[src/rtl/uart_fifo_pair.sv]
module uart_fifo_pair #(
  parameter int DEPTH = 32,
  parameter int WIDTH = 8
) (
  input  logic             clk,
  input  logic             rst_n,
  input  logic             fifo_en,
  input  logic [1:0]       rx_trig_sel,
  input  logic [1:0]       tx_trig_sel,
  input  logic             rx_clr,
  input  logic             tx_clr,
  input  logic             host_wr,
  input  logic [WIDTH-1:0] host_wdata,
  input  logic             host_rd,
  output logic [WIDTH-1:0] host_rdata,
  input  logic             stat_rd,
  output logic [WIDTH-1:0] tx_head,
  output logic             tx_valid,
  input  logic             tx_take,
  input  logic             tx_shift_empty,
  input  logic             rx_in_valid,
  input  logic [WIDTH-1:0] rx_in_data,
  output logic             rx_ovr_pulse,
  output logic             rx_trig_hit,
  output logic             tx_trig_hit,
  output logic [31:0]      stat_word,
  output logic [9:0]       line_stat
);
  localparam int AW = $clog2(DEPTH);
  localparam int CW = AW + 1;

  logic [WIDTH-1:0] tx_mem [DEPTH];
  logic [WIDTH-1:0] rx_mem [DEPTH];
  logic [AW-1:0] tx_wp, tx_rp, rx_wp, rx_rp;
  logic [CW-1:0] tx_cnt, rx_cnt;
  logic tx_ovr, rx_udr;

  wire [CW-1:0] cap = fifo_en ? CW'(DEPTH) : CW'(1);
  wire tx_full  = tx_cnt >= cap;
  wire rx_full  = rx_cnt >= cap;
  wire tx_empty = tx_cnt == '0;
  wire rx_empty = rx_cnt == '0;

  wire tx_push = host_wr & ~tx_full & ~tx_clr;
  wire tx_pop  = tx_take & ~tx_empty & ~tx_clr;
  wire rx_push = rx_in_valid & ~rx_full & ~rx_clr;
  wire rx_pop  = host_rd & ~rx_empty & ~rx_clr;

  function automatic int rx_thr(input logic [1:0] s);
    case (s)
      2'd0: return 1;
      2'd1: return 4;
      2'd2: return 8;
      default: return 16;
    endcase
  endfunction

  function automatic int tx_thr(input logic [1:0] s);
    case (s)
      2'd0: return 16;
      2'd1: return 8;
      2'd2: return 4;
      default: return 1;
    endcase
  endfunction

  always_ff @(posedge clk or negedge rst_n)
    if (!rst_n) begin
      tx_wp <= '0; tx_rp <= '0; tx_cnt <= '0;
    end else if (tx_clr) begin
      tx_wp <= '0; tx_rp <= '0; tx_cnt <= '0;
    end else begin
      if (tx_push) tx_wp <= tx_wp + 1'b1;
      if (tx_pop)  tx_rp <= tx_rp + 1'b1;
      tx_cnt <= tx_cnt + CW'(tx_push) - CW'(tx_pop);
    end

  always_ff @(posedge clk or negedge rst_n)
    if (!rst_n) begin
      rx_wp <= '0; rx_rp <= '0; rx_cnt <= '0;
    end else if (rx_clr) begin
      rx_wp <= '0; rx_rp <= '0; rx_cnt <= '0;
    end else begin
      if (rx_push) rx_wp <= rx_wp + 1'b1;
      if (rx_pop)  rx_rp <= rx_rp + 1'b1;
      rx_cnt <= rx_cnt + CW'(rx_push) - CW'(rx_pop);
    end

  always_ff @(posedge clk) begin
    if (tx_push) tx_mem[tx_wp] <= host_wdata;
    if (rx_push) rx_mem[rx_wp] <= rx_in_data;
  end

  always_ff @(posedge clk or negedge rst_n)
    if (!rst_n) begin
      tx_ovr <= 1'b0; rx_udr <= 1'b0; rx_ovr_pulse <= 1'b0;
    end else begin
      tx_ovr       <= (tx_ovr & ~stat_rd) | (host_wr & tx_full);
      rx_udr       <= (rx_udr & ~stat_rd) | (host_rd & rx_empty);
      rx_ovr_pulse <= rx_in_valid & rx_full;
    end

  wire tx_idle = tx_empty & tx_shift_empty;

  assign tx_head     = tx_mem[tx_rp];
  assign tx_valid    = ~tx_empty;
  assign host_rdata  = rx_empty ? '0 : rx_mem[rx_rp];
  assign rx_trig_hit = int'(rx_cnt) > rx_thr(rx_trig_sel);
  assign tx_trig_hit = int'(tx_cnt) > tx_thr(tx_trig_sel);
  assign stat_word   = {2'b0, 6'(tx_cnt), 2'b0, 6'(rx_cnt), 12'b0,
                        tx_ovr, rx_udr, rx_empty, tx_idle};
  assign line_stat   = {rx_empty, tx_full, 1'b0, tx_idle, tx_empty,
                        4'b0, ~rx_empty};

  assert_occupancy_bound_R1: assert property (@(posedge clk) disable iff (!rst_n)
    int'(tx_cnt) <= DEPTH && int'(rx_cnt) <= DEPTH);
  assert_tx_ovr_sets_R2: assert property (@(posedge clk) disable iff (!rst_n)
    host_wr && tx_full |=> stat_word[3]);
  assert_tx_ovr_full_hold_R2: assert property (@(posedge clk) disable iff (!rst_n)
    host_wr && tx_full && !tx_clr && !tx_take |=> $stable(tx_cnt));
  assert_rx_udr_sets_R3: assert property (@(posedge clk) disable iff (!rst_n)
    host_rd && rx_empty |=> stat_word[2]);
  assert_clear_empties_R7: assert property (@(posedge clk) disable iff (!rst_n)
    tx_clr || rx_clr |=> (!$past(tx_clr) || tx_cnt == 0) && (!$past(rx_clr) || rx_cnt == 0));
  assert_holding_mode_R8: assert property (@(posedge clk) disable iff (!rst_n)
    !fifo_en && tx_cnt <= 1 && rx_cnt <= 1 && $past(!fifo_en) |=> !fifo_en || (tx_cnt <= 1 && rx_cnt <= 1));
  assert_rx_drop_pulse_R9: assert property (@(posedge clk) disable iff (!rst_n)
    rx_in_valid && rx_full |=> rx_ovr_pulse);
endmodule

[config.mk]
export PLATFORM = sky130hd
export DESIGN_NAME = uart_fifo_pair
export DESIGN_NICKNAME = d
export VERILOG_FILES = /design/src/rtl/uart_fifo_pair.sv
export SDC_FILE = /design/constraint.sdc
export NUM_CORES = 1
export LEC_CHECK = 0
export BUFFER_PORTS_ARGS = -buffer_cell sky130_fd_sc_hd__clkbuf_2
export CAP_MARGIN = 30
export CELL_PAD_IN_SITES_DETAIL_PLACEMENT = 2
export CELL_PAD_IN_SITES_GLOBAL_PLACEMENT = 2
export CORE_ASPECT_RATIO = 1.2
export CORE_MARGIN = 4
export CORE_UTILIZATION = 41
export DETAILED_ROUTE_END_ITERATION = 16
export PLACE_DENSITY = 0.76
export REMOVE_ABC_BUFFERS = 1
export SYNTH_ARGS = -nofsm -noshare
export SYNTH_HDL_FRONTEND = slang
export SYNTH_SLANG_ARGS = --single-unit
[constraint.sdc]
create_clock -name clk -period 8.1 [get_ports clk]
set_input_delay 0.405 -clock clk [delete_from_list [all_inputs] [get_ports clk]]
set_output_delay 0.405 -clock clk [all_outputs]
set_load 0.01 [all_outputs]
### Word-level counts from Yosys, hierarchy flattened

Memory sizes are Yosys's and may differ from the RTL's.
Index checks and enable logic that the tools add are counted.

* input port bits: 31
* memory bits (writable): 512
* word-level logic and storage cells: 76
* output and inout bits: 62
* memories: 2
* flip-flop bits (word level): 35

Memory list
* rx_mem: depth 32, width 8, read ports 1, clocked after Yosys merged registers in 0, write ports 1, RTL line 33 `logic [WIDTH-1:0] rx_mem [DEPTH];`
* tx_mem: depth 32, width 8, read ports 1, clocked after Yosys merged registers in 0, write ports 1, RTL line 32 `logic [WIDTH-1:0] tx_mem [DEPTH];`

* reductions and logical operators: 8
* bitwise logic cells: 23
* add/sub/neg operators: 8
* magnitude comparators: 4
* mux-type cells: 18
* eq/ne operators: 4

Operators by type and width (number)
* greater-than comparator 7 x 32 -> 1 bit: 2
* two-way mux 5 bit: 8
* one-hot mux 5 bit (3 select lines): 2
* adder 5 x 1 -> 5 bit (second input constant): 4
* two-way mux 6 bit: 3
* AND 1 bit: 14
* adder 6 x 1 -> 6 bit: 2
* greater-or-equal comparator 6 bit: 2
* logical NOT 6 bit: 2
* subtractor 6 x 1 -> 6 bit: 2
* two-way mux 8 bit: 1
* nonzero test 2 bit: 4
* NOT 1 bit: 7
* equality test 2 x 1 -> 1 bit (second input constant): 2
* equality test 2 bit (second input constant): 2
* logical NOT 2 bit: 2
* two-way mux 1 bit: 4
* OR 1 bit: 2

### Depth between registers and ports, before layout

* word-level depth: 8
* gate-level depth with buffers: 16
* gate-level depth less buffers: 15

### Least setup slack after synthesis

No wires, ideal clock.

* path type: input to register
* from: in fifo_en
* to: reg rx_cnt[4]
* required time: 7968 ps
* data arrival time: 2903 ps
* slack: 5065 ps
* buffers on the path: 0
* stages: 15
* setup time: 132 ps
* cell sequence: inv_1 > ha_1 > nand4bb_1 > o21a_1 > nor3_1 > inv_1 > ha_1 > inv_1 > ha_1 > fa_1 > a21oi_1 > nor2_1 > nor2_1 > xor2_1 > nor2_1

* word-level cells in the longest chain between the ends: 8

RTL lines
* start, declared: RTL line 7 `input logic fifo_en,`
* two-way mux 6 bit: RTL line 38 `wire [CW-1:0] cap = fifo_en ? CW'(DEPTH) : CW'(1);`
* greater-or-equal comparator 6 bit: RTL line 40 `wire rx_full = rx_cnt >= cap;`
* NOT 1 bit: RTL line 46 `wire rx_push = rx_in_valid & ~rx_full & ~rx_clr;`
* AND 1 bit (2 in a row): RTL line 46
* adder 6 x 1 -> 6 bit: RTL line 86 `rx_cnt <= rx_cnt + CW'(rx_push) - CW'(rx_pop);`
* subtractor 6 x 1 -> 6 bit: RTL line 86
* two-way mux 6 bit: RTL line 81 `end else if (rx_clr) begin`
* end signal, assigned: RTL line 86
* end, declared: RTL line 35 `logic [CW-1:0] tx_cnt, rx_cnt;`

No other way between the ends.
A chain may end at the register's enable or synchronous reset.

### Worst setup path in the final report

* from: reg rx_rp[0]
* to: out host_rdata[4]

* word-level cells in the longest chain between the ends: 2

RTL lines
* start, declared: RTL line 34 `logic [AW-1:0] tx_wp, tx_rp, rx_wp, rx_rp;`
* start signal, assigned: RTL line 85 `if (rx_pop) rx_rp <= rx_rp + 1'b1;`
* memory (32 x 8 bit)
* two-way mux 8 bit: RTL line 107 `assign host_rdata = rx_empty ? '0 : rx_mem[rx_rp];`
* end, declared: RTL line 15 `output logic [WIDTH-1:0] host_rdata,`

No other way between the ends.

==> qor.csv <==
stage,metric,value,unit
run_status,run_status,finished clean,
detailed_routing,detailedRoute.firstIterationViolations,882,
synthesis,synth.distinct_cells,45,
hold_path,hold_path.class,in -> reg,
timing,final_max_slew_viol_count,0,
synthesis,synth-main-ff-cell,edfxtp_1,
synthesis,netlist_area,0.0227,mm²
synthesis,synth_top_cells_by_area,"edfxtp_1 68%, mux4_2 7.2%, mux2i_1 4.7%, dfrtp_1 3.9%, ha_1 2.1%",
timing,skew,0.0284,ns
synthesis,synth_top_family_by_area,multiplexers,
timing,fmax,0.234,GHz
synthesis,synth_adder_area_share,2.27,%
synthesis,synth_enable_flop_cells,512,
setup_path,timing.critical_path.required,7.70,ns
floorplan,core-area,0.0548,mm²
clock_tree,clk_pin_slew_worst_paths,0.06,ns
setup_path,worst_path_max_delay_cell,dfrtp_4,
floorplan,die-width,223,µm
global_routing,grt_usage,20.1,%
final_layout,final_common_cell,edfxtp_1,
final_layout,multi_input_area,0.00586,mm²
global_routing,gr-total-overflow,0,
floorplan,initial_utilization,41.4,%
synthesis,synth.ff_latch_count,547,
final_layout,n_antenna_cell,0,
synthesis,post_synth_inst_count,1282,
timing,min_period_over_period,52.8,%
setup_path,start_kind,flop,
global_routing,global_route_wire_length_before_repair,89400,µm
final_layout,commonest_cells_after_routing_fill_and_taps_aside,"512 x edfxtp_1, 109 x nor2_1, 106 x mux2i_1",
synthesis,synth_top_area_share,67.8,%
timing,tightest_slew,1.02,ns
timing,totalNegativeSetupSlack,0,ns
clock_tree,post_cts.repair.setup_buffers,0,
global_routing,maximum_number_of_pins_on_one_net_before_global_route_repair,61,
clock_tree,cts.sink_count,547,
synthesis,yosysWarnings,0,
clock_tree,clock_tree.buffer_depth,3,
global_routing,grt_pass1_vias,13200,
detailed_routing,avgViaCountPerCell,5.59,
timing,setup_repair_after_global_routing_missed_its_margin,no,
global_routing,antenna_violations_before_repair,0,
floorplan,placementRows,94,
clock_tree,cts_buffers,56,
synthesis,synth-simple-area-share,4.79,%
detailed_routing,routed_wl,59800,µm
timing,final.hold.worst_slack,0.0542,ns
setup_path,timing.critical_path.cells,buf_4 > mux4_1 > mux4_2 > nor2_1 > a21oi_1 > clkbuf_2,
final_layout,final_layout_size_suffix_gt1_share,19.0,%
synthesis,yosys.area.top_type,edfxtp_1,
final_layout,fin_area,0.0255,mm²
pwr,pwr_density_cell,288,mW/mm²
global_routing,use_met2,37.1,%
global_routing,grt_met1_use,24.6,%
clock_tree,clock_tree.htree_level_count,2,
clock_tree,insertion_delay,0.61,ns
floorplan,die_area,0.0592,mm²
global_routing,globalRoute.busiestLayer,met2,
synthesis,async_flop_share,6.40,%
synthesis,synth_area_in_xor_xnor,0.772,%
synthesis,synth_seq_area_share,71.7,%
final_layout,layout-area-overhead-vs-synth,12.4,%
clock_tree,root_buffer,clkbuf_16,
detailed_routing,routedWlPerCell,28.1,µm
timing,finalHoldViolCount,0,
synthesis,post_synth_mux_area_share,14.1,%
detailed_routing,firstDrtPassIters,5,
timing,finalCriticalPeriod,4.28,ns
global_routing,grt_util_met3,2.68,%
placement,io_buffer_count,71,
final_layout,nets,1441,
timing,relSlewSlack,32.0,%
setup_path,crit_path_max_incr_delay,0.99,ns
setup_path,critical_path.max_fanout,48,
synthesis,syn_avg_cell_area,17.7,µm²
placement,post_dp_cell_area,0.0237,mm²
setup_path,worstPathArrival,3.87,ns
placement,dp_hpwl,39200,µm
pwr,vdd.ir_drop.worst,0.207,mV
clock_tree,tritoncts,built,
floorplan,die_y,266,µm
placement,gpl.final_weighted_congestion,0.777,
detailed_routing,route.vias.total,11900,
timing,setup_viol,0,
floorplan,ios,93,
final_layout,register_area,0.0163,mm²
setup_path,worst-setup-path-type,reg -> out,
synthesis,synth_compound_gate_area_share,3.59,%
detailed_routing,postRouteAntennaNets,0,
pwr,p_leak,8.30,nW
detailed_routing,detail_route.drc_violations,0,
run,max_cap_violations,0,
setup_path,worst_setup_path_end_kind,primary output,
final_layout,layout.filler_cells,5084,
-- power breakdown --
group | switching (W) | internal [W] | leakage (nW)
Clock | 0.00108 | 0.00139 | 0.840
Combinational | 0.000884 | 0.000702 | 2.40
Sequential | 0.000143 | 0.00315 | 5.07
-- worst max-delay path: cells and delay by family (launching register included) --
family,cells,cell delay [ns]
flip-flops,1,0.99
AO/OA/AOI/OAI,1,0.07
buffers and inverters,2,0.85
AND/OR/NAND/NOR,1,0.12
multiplexers,2,1.13
-- area by class of cell --
class / count / share of cell area [%]
Tap cell: 720 / 3.53
Sequential cell: 547 / 63.8
Clock inverter: 37 / 1.13
Timing Repair Buffer: 101 / 2.53
Inverter: 30 / 0.442
Multi-Input combinational cell: 634 / 23.0
Clock buffer: 64 / 5.61
-- metal layers --
metal | routed length [µm] | share of wire (%)
met1 | 23400 | 39
met2 | 32500 | 54
met3 | 2300 | 3.8
met4 | 1690 | 2.8
met5 | 0 | 0
-- timing repair --
item / 4_1_cts / 5_1_grt
hold buffers: 1 / 0
gates resized for setup: 0 / 0
hold endpoints to repair: 35 / 0
-- final timing paths --
path,start,to,slack (ns),depth (start not counted)
setup / recovery,rx_rp[0],host_rdata[4],3.82,6
hold / removal,rx_in_valid,rx_ovr_pulse,0.05,2
setup reg to reg,rx_cnt[0],rx_cnt[5],4.49,14
hold reg to reg,rx_udr,rx_udr,0.51,1
max in group asynchronous,rst_n,rx_rp[0],7.34,3
min in group asynchronous,rst_n,tx_cnt[0],0.26,2
-- synthesized netlist by cell type, types with 4 or more instances --
cell type / n
o21a_1: 4
nor2_1: 109
mux4_2: 73
nand3_1: 9
a22oi_1: 16
a21o_1: 6
nor2b_1: 20
a211oi_1: 8
xnor2_1: 9
nand3b_1: 4
inv_1: 30
mux2_2: 8
mux4_1: 15
xor2_1: 11
dfrtp_1: 35
buf_1: 8
buf_2: 20
nand4_1: 11
o221ai_1: 8
and2_1: 5
nor3_1: 11
a21oi_1: 24
a22o_1: 18
edfxtp_1: 512
mux2i_1: 106
ha_1: 38
nand2_1: 39
o21ai_0: 5
clkbuf_1: 25
buf_4: 34
nand2b_1: 10
a31oi_1: 26
-- logic make-up (layout without fill, tap and decap cells) --
logic type,Yosys count,count (layout)
muxes,202,202
other,1,21
buffers and inverters,121,232
AOI/OAI and AO/OA,118,118
xor gates and xnor gates,20,20
adders and majority gates,40,40
and+or+nand+nor,233,233
DFF,547,547
-- stage by stage --
step                cells  worst slack, ns  power (W)  utilization (%)
floorplan            1211             3.53    0.00442                -
global placement     2010             4.43    0.00488             43.0
detailed placement   2025             4.38    0.00496             43.3
CTS                  2127             3.72    0.00744             46.4
global route         2133             3.58    0.00769             46.5
finish               2133             3.82    0.00735             46.5
-- state kept, by name (all words and copies together), names as in the netlist --
name	count
rx_ovr_pulse	1
tx_ovr	1
tx_wp	5
rx_mem	256
tx_rp	5
rx_rp	5
tx_mem	256
rx_wp	5
rx_udr	1
rx_cnt	6
tx_cnt	6
No activity file was read; power rests on OpenSTA's default activity.
